File: src/rtl/irq_pkg.sv
// Shared constants and helpers for the interrupt priority tracker.
// Assumes 256 vectors in 8 words of 32 bits, with the low word reserved.
package irq_pkg;
    localparam int NUM_VEC   = 256;
    localparam int WORD_BITS = 32;
    localparam int NUM_WORDS = NUM_VEC / WORD_BITS;
    localparam int VEC_W     = $clog2(NUM_VEC);
    localparam int WSEL_W    = $clog2(NUM_WORDS);
    localparam int RSVD_VEC  = 32;

    typedef logic [VEC_W-1:0] vec_t;

    // Priority class of a vector or priority value: its upper nibble.
    function automatic logic [3:0] prio_class(input vec_t v);
        return v[VEC_W-1:VEC_W-4];
    endfunction
endpackage

File: src/rtl/irq_msb_find.sv
// Finds the highest set bit of a wide vector, ignoring the bits below LOW.
// Purely combinational; assumes LOW < W.
module irq_msb_find #(
    parameter int W     = 256,
    parameter int LOW   = 32,
    localparam int IDX_W = $clog2(W)
) (
    input  logic [W-1:0]     bits,
    output logic             found,
    output logic [IDX_W-1:0] idx
);
    // Upward scan; the last hit is the most significant set bit.
    always_comb begin
        found = 1'b0;
        idx   = '0;
        for (int i = LOW; i < W; i++) begin
            if (bits[i]) begin
                found = 1'b1;
                idx   = IDX_W'(i);
            end
        end
    end
endmodule

File: src/rtl/irq_svc_stack.sv
// Stack of nested in-service vectors. Slot 0 is fixed at zero and means
// "nothing in service". Assumes the caller never pushes and pops together
// and only pushes a vector of higher class than the current top.
module irq_svc_stack #(
    parameter int DEPTH = 16,
    parameter int VW    = 8,
    localparam int PW   = $clog2(DEPTH + 1)
) (
    input  logic          clk,
    input  logic          rst_n,
    input  logic          push,
    input  logic          pop,
    input  logic [VW-1:0] push_vec,
    output logic [VW-1:0] top_vec,
    output logic          full,
    output logic          empty
);
    logic [VW-1:0] slot [0:DEPTH];
    logic [PW-1:0] sp;

    assign full    = (sp == PW'(DEPTH));
    assign empty   = (sp == '0);
    assign top_vec = slot[sp];

    // Stack pointer and slot storage; slot 0 is only ever reset to zero.
    always_ff @(posedge clk) begin
        if (!rst_n) begin
            sp <= '0;
            for (int i = 0; i <= DEPTH; i++) slot[i] <= '0;
        end else if (push && !full) begin
            sp <= sp + 1'b1;
            slot[PW'(sp + 1'b1)] <= push_vec;
        end else if (pop && !empty) begin
            sp <= sp - 1'b1;
        end
    end

    a_r9_sp_bound: assert property (@(posedge clk) disable iff (!rst_n)
        sp <= PW'(DEPTH));
    a_r7_pop_step: assert property (@(posedge clk) disable iff (!rst_n)
        (pop && !push && !empty) |=> (sp == PW'($past(sp) - 1'b1)));
    a_r6_nest_order: assert property (@(posedge clk) disable iff (!rst_n)
        (push && !full && !empty) |-> (push_vec[VW-1:VW-4] > top_vec[VW-1:VW-4]));
endmodule

File: src/rtl/irq_prio_tracker.sv
// Interrupt priority and service tracker. Holds request and in-service bits
// for 256 vectors and offers the highest requested vector above the
// processor priority. Accept moves a vector into service, end-of-interrupt
// retires the highest one. Assumes single-cycle strobes and that ack refers
// to the vector offered in the same cycle.
module irq_prio_tracker
    import irq_pkg::*;
#(
    parameter int STACK_DEPTH = 16
) (
    input  logic        clk,
    input  logic        rst_n,
    input  logic        req_valid,
    input  logic [7:0]  req_vector,
    output logic        pend_valid,
    output logic [7:0]  pend_vector,
    input  logic        ack,
    input  logic        eoi,
    input  logic        tpr_we,
    input  logic [31:0] tpr_wdata,
    output logic [7:0]  tpr_out,
    output logic [7:0]  ppr_out,
    output logic        ovf_err,
    input  logic        rd_isr,
    input  logic [2:0]  rd_word,
    output logic [31:0] rd_data
);
    logic [NUM_VEC-1:0] irr, isr;
    logic [7:0]         tpr;
    logic               ovf;

    logic               irr_found, isr_found;
    vec_t               irr_top, isr_top;
    vec_t               stk_top;
    logic               stk_full, stk_empty;
    logic               take, retire;
    logic [NUM_VEC-1:0] req_mask, take_mask, retire_mask;

    irq_msb_find #(.W(NUM_VEC), .LOW(RSVD_VEC)) u_irr_scan (
        .bits(irr), .found(irr_found), .idx(irr_top));
    irq_msb_find #(.W(NUM_VEC), .LOW(RSVD_VEC)) u_isr_scan (
        .bits(isr), .found(isr_found), .idx(isr_top));

    irq_svc_stack #(.DEPTH(STACK_DEPTH), .VW(VEC_W)) u_stack (
        .clk(clk), .rst_n(rst_n), .push(take), .pop(retire),
        .push_vec(irr_top), .top_vec(stk_top),
        .full(stk_full), .empty(stk_empty));

    // Processor priority from task priority and innermost service level.
    always_comb begin
        if (prio_class(tpr) >= prio_class(stk_top)) ppr_out = tpr;
        else                                         ppr_out = {prio_class(stk_top), 4'h0};
    end

    // Delivery gate: candidate must strictly outrank the processor priority.
    assign pend_valid  = irr_found && (prio_class(irr_top) > prio_class(ppr_out));
    assign pend_vector = irr_top;

    // Event qualification: accept wins over end-of-interrupt.
    assign take   = ack && pend_valid && !stk_full;
    assign retire = eoi && !take && isr_found;

    // One-hot masks for the set and clear operations of this cycle.
    always_comb begin
        req_mask    = req_valid ? (NUM_VEC'(1) << req_vector) : '0;
        take_mask   = take      ? (NUM_VEC'(1) << irr_top)    : '0;
        retire_mask = retire    ? (NUM_VEC'(1) << isr_top)    : '0;
    end

    // Request set: set by strobe, then cleared on accept.
    always_ff @(posedge clk) begin
        if (!rst_n) irr <= '0;
        else        irr <= (irr | req_mask) & ~take_mask;
    end

    // In-service set: set on accept, cleared on end-of-interrupt.
    always_ff @(posedge clk) begin
        if (!rst_n) isr <= '0;
        else        isr <= (isr | take_mask) & ~retire_mask;
    end

    // Task priority register keeps the low byte of each write.
    always_ff @(posedge clk) begin
        if (!rst_n)      tpr <= '0;
        else if (tpr_we) tpr <= tpr_wdata[7:0];
    end

    // Sticky overflow flag for an accept with the stack full.
    always_ff @(posedge clk) begin
        if (!rst_n)                                 ovf <= 1'b0;
        else if (ack && pend_valid && stk_full)     ovf <= 1'b1;
    end

    assign tpr_out = tpr;
    assign ovf_err = ovf;

    // Word readback of either set.
    assign rd_data = rd_isr ? isr[rd_word*WORD_BITS +: WORD_BITS]
                            : irr[rd_word*WORD_BITS +: WORD_BITS];

    a_r3_no_reserved: assert property (@(posedge clk) disable iff (!rst_n)
        pend_valid |-> (pend_vector >= 8'(RSVD_VEC)));
    a_r4_class_gate: assert property (@(posedge clk) disable iff (!rst_n)
        pend_valid |-> (pend_vector[7:4] > ppr_out[7:4]));
    a_r5_tpr_low: assert property (@(posedge clk) disable iff (!rst_n)
        tpr_we |=> (tpr_out == $past(tpr_wdata[7:0])));
    a_r6_accept_moves: assert property (@(posedge clk) disable iff (!rst_n)
        (ack && pend_valid && !stk_full) |=>
            (isr[$past(pend_vector)] && !irr[$past(pend_vector)]));
    a_r9_sticky_ovf: assert property (@(posedge clk) disable iff (!rst_n)
        ovf_err |=> ovf_err);
endmodule

File: config.mk
export PLATFORM = sky130hd
export DESIGN_NAME = irq_prio_tracker
export DESIGN_NICKNAME = d
export VERILOG_FILES = /design/src/rtl/irq_pkg.sv /design/src/rtl/irq_msb_find.sv /design/src/rtl/irq_svc_stack.sv /design/src/rtl/irq_prio_tracker.sv
export SDC_FILE = /design/constraint.sdc
export NUM_CORES = 2
export LEC_CHECK = 0
export BUFFER_PORTS_ARGS = -buffer_cell sky130_fd_sc_hd__buf_4
export CAP_MARGIN = 20
export CORE_MARGIN = 5
export CORE_UTILIZATION = 50
export DETAILED_ROUTE_END_ITERATION = 7
export HOLD_SLACK_MARGIN = 0.05
export PLACE_DENSITY = 0.68
export SLEW_MARGIN = 10
export SYNTH_ARGS = -nofsm -noshare
export SYNTH_HDL_FRONTEND = slang
export SYNTH_HIERARCHICAL = 1
export SYNTH_SLANG_ARGS = --single-unit
File: constraint.sdc
create_clock -name clk -period 18.4 [get_ports clk]
set_input_delay 0 -clock clk [delete_from_list [all_inputs] [get_ports clk]]
set_output_delay 0 -clock clk [all_outputs]
set_load 0.05 [all_outputs]
---- Yosys cells after proc, flatten, opt, wreduce, memory -nomap -nowiden ----
Memory sizes are Yosys's and may differ from the RTL's. A register that Yosys moved wholly into a read port is not among the register bits.
Index checks and enable logic that the tools add are counted.
Widths: inputs -> output; s select.
operators by class
  reductions and logical operators ........ 14
  bitwise gates (word level) .............. 6
  equality and inequality tests ........... 1
  $add $sub $neg .......................... 2
  $lt $le $gt $ge ......................... 2
  shifts and indexed selects .............. 5
  multiplexer cells ....................... 912
operators with widths
  operator               number
  $mux 8                 258
  $mux 7                 128
  $mux 256               3
  $shl 1x8->256 const A  3
  $and 256x256->256      2
  $not 256->256          2
  $or 256x256->256       2
  $shiftx 256x9->32      2
  $mux 1                 453
  $mux 6                 64
  $mux 32                1
  $mux 5                 5
  $logic_and 1x1->1      8
  $reduce_or 8->1        1
  $add 5x1->5 const B    1
  $eq 5x5->1 const B     1
  $logic_not 5->1        1
  $sub 5x1->5 const B    1
  $ge 4x4->1             1
  $gt 4x4->1             1
  $logic_not 1->1        3
  $reduce_bool 2->1      1
word-level totals
  bits in writable memories ............... 136
  memories kept ........................... 1
  register bits after elaboration ......... 526
  input port bits ......................... 50
  output and inout bits ................... 58
memory list
  name          words  width  rd ports  clocked after memory_dff  wr ports  line                 text
  u_stack.slot  17     8      1         1                         17        irq_svc_stack.sv:18  logic [VW-1:0] slot [0:DEPTH];

---- Depth between registers and ports, before layout ----
  depth after elaboration ................. 236
  depth in mapped cells ................... 23
  gate-level depth less buffers ........... 18

---- Modules after synthesis ----
The synthesis kept the hierarchy.
modules (own cells, without submodules)
  module            cells an instance  instances  area each (um^2)  sequential area each (um^2)
  irq_prio_tracker  2342               1          24024.3           10430.0
  irq_svc_stack     652                1          11624.9           7887.6
  irq_msb_find      525                2          2949.1            0.0

---- Worst setup path after synthesis ----
No wires, ideal clock.
  kind .................................... register to register
  start point ............................. register irr[152]
  end point ............................... memory u_stack.slot[8][0], enable pin
  slack ................................... 11.653 ns
  cell stages (with the launch flop) ...... 16
  arrival time ............................ 6.363 ns
  path through ............................ dfxtp_1 > or4_1 > nor4b_2 > nand3_1 > or2_1 > o31ai_1 > ha_1 > nand4_1 > nand3_1 > a21o_1 > buf_4 > inv_1 > clkbuf_1 > nand4_1 > clkbuf_1 > o21ai_0
RTL lines
  element                 line                    text
  from (decl)             irq_prio_tracker.sv:28  logic [NUM_VEC-1:0] irr, isr;
  from (signal assigned)  irq_prio_tracker.sv:73  else irr <= (irr | req_mask) & ~take_mask;
  to (decl)               irq_svc_stack.sv:18

==> out/results.ini <==
[die]
dieArea_um2=78100
coreArea_um2=71700
die_w_um=279
die_h_um=279
io_pins=108
start_util_pct=50.6
rows=98

[timing]
min_period_ns=8.04
maxSlewViolCount=0
max_slew_margin_pct=12.1
skew_ns=0.0269
worstMarginPinSlew_ns=1.32
setup_tns_ns=0
max_freq_ghz=0.124
hold_violations=0
rsz0062_at_grt=false
period_share_pct=43.7
finalSetupViolations=0

[cts]
post_cts_buffers=0
clockBufferDepth=3
cts_num_sinks=659
numCtsBuffers=75
cts.clk_slew.worst_paths_ns=0.06
htree_levels=3
cts_tree=done
clock_latency_ns=0.65
clock-root-buffer=clkbuf_16

[setup_path]
critical-path-max-stage-delay_ns=1.04
path_buf_inv=3
start_kind=register
crit_path_end_kind=register
cp_common_cell=a21o_1
rr_worst_depth=19
cpMaxStageDelayCell=a211oi_1
reg2reg_slack_ns=10.36
worstSetupPathType=reg2reg
cp_top_family=compound AO/OA/AOI/OAI gates
crit_arrival_ns=8.37
worst-path-max-fanout=17
r2r-end=u_stack/slot[15][7]$_SDFFCE_PN0P_
crit_chain=buf_4, mux4_2, mux4_2, mux2_2, ha_1, nand2b_1, a21o_1, a21o_1, a21oi_1, buf_4, mux2i_1, ha_1, nor2b_2, o211ai_4, a21o_1, inv_1, nand4_1, a211oi_1, nand2b_1
cp.required_ns=18.73

[global_route]
grt_pass1_wl_mm=250
grt_usage_pct=44.6
grt_pass1_vias=32413
grt_max_degree=258
gr-total-overflow=0
antenna_found_initial=15

[route]
via_per_inst=7.43
drt-initial-drc-count=6421
drt.antenna.violating_nets=0
drt_pass1_iterations=8
routed_wl_mm=182
avgRoutedWirePerCell_um=37.9
num_vias=35704
drc=0

[synth]
netlist_area_um2=36300
syn_inst=3799
syn-mean-instance-area_um2=9.55
yosysWarnings=6
syn-num-nets=3863

[placed_design]
numPortBuffers=83
dp.cells=4633
gp_congestion=1.06
post-dp-hpwl_mm=130

[min_path]
holdPathStages=5
hold_path_startpoint=eoi
hold_class=in2reg

[final_layout]
nets=3859
fillCellCount=6344
syn2layout_area_growth_pct=11.3
drive_gt1_share_pct=20.5
finalNonFillerCells=4808

[run]
maxCapViolCount=0

[power]
p_leak_nw=14.2
ir_drop_v=0.0000936
p_total_mw=3.49
cellPowerDensity_nw_per_um2=86.4

[run_status]
status=completed

flip-flops by register name, indices dropped and copies added, names as in the netlist, named ones only:
name,cells
irr,256
isr,256
u_stack/slot,128
tpr_out,8
u_stack/sp,5
ovf_err,1
per-layer routing:
layer | track usage, % | vias up | part of all wire, %
met5 | 0 | - | 0.054
met2 | 63.0 | 2966 | 40
met4 | 29.0 | 12 | 8.7
met3 | 16.0 | 624 | 15
met1 | 57.9 | 17420 | 36
li1 | - | 14682 | -
what timing repair did:
action / 4_1_cts / 5_1_grt
hold endpoints to repair: 115 / 0
hold buffers: 33 / 0
resized for setup: 0 / 0
final cells by class:
class	count	area [um2]	area share (%)
Inverter	89	334	0.827
Clock buffer	102	2110	5.23
Multi-Input combinational cell	2793	20400	50.6
Timing Repair Buffer	177	1470	3.64
Sequential cell	659	14500	35.9
Tap cell	950	1190	2.94
Antenna cell	4	10.0	0.0248
Clock inverter	34	369	0.914
where the power goes:
part | switching [mW] | internal [mW] | total (mW)
Combinational | 0.330 | 0.108 | 0.438
Sequential | 0.0131 | 1.49 | 1.50
Clock | 0.677 | 0.872 | 1.55
through the flow:
step | setup WS, ns | utilization [%] | instance area [um2] | hold WS [ns]
2_1_floorplan | 12.01 | - | 36300 | 0.170
3_3_place_gp | 10.27 | 52.3 | 37500 | 0.261
3_5_place_dp | 10.13 | 52.3 | 37500 | 0.266
4_1_cts | 10.12 | 56.2 | 40300 | 0.113
5_1_grt | 9.99 | 56.3 | 40400 | 0.175
6_report | 10.36 | 56.3 | 40400 | 0.169
worst max-delay path by stage:
| stage | startpoint | to | slack, ns | cells after the start |
|---|---|---|---|---|
| after global placement | register | u_stack/slot[15][5]$_SDFFCE_PN0P_ | 10.27 | 18 |
| after detailed placement | register | u_stack/slot[15][5]$_SDFFCE_PN0P_ | 10.13 | 18 |
| after floorplan | irr[152]$_SDFF_PN0_ | u_stack/slot[8][4]$_SDFFCE_PN0P_ | 12.01 | 15 |
| final | register | u_stack/slot[15][7]$_SDFFCE_PN0P_ | 10.36 | 19 |
| after CTS | register | u_stack/slot[15][6]$_SDFFCE_PN0P_ | 10.12 | 18 |
| after global routing | register | u_stack/slot[15][4]$_SDFFCE_PN0P_ | 9.99 | 19 |
cells in the final DEF (no fill, tap or decap), drive strengths merged, types with 41 or more instances in the layout:
master / n
nor2: 663
dfxtp: 531
o221a: 287
o21ai: 227
nor3: 221
mux4: 200
nand2: 154
buf: 143
a21oi: 142
nor4: 133
edfxtp: 128
nor3b: 106
clkbuf: 103
inv: 97
nor2b: 72
and2: 69
nand3: 55
a31oi: 41
worst reg2reg max path, delay by kind of cell (launching register included):
kind | cells | cell delay, ns
compound gates | 6 | 2.30
flops | 1 | 0.72
simple gates | 4 | 1.48
buf+inv | 3 | 1.12
fa+ha+maj | 2 | 0.61
mux | 4 | 1.51
(Power assumes the default switching activity.)
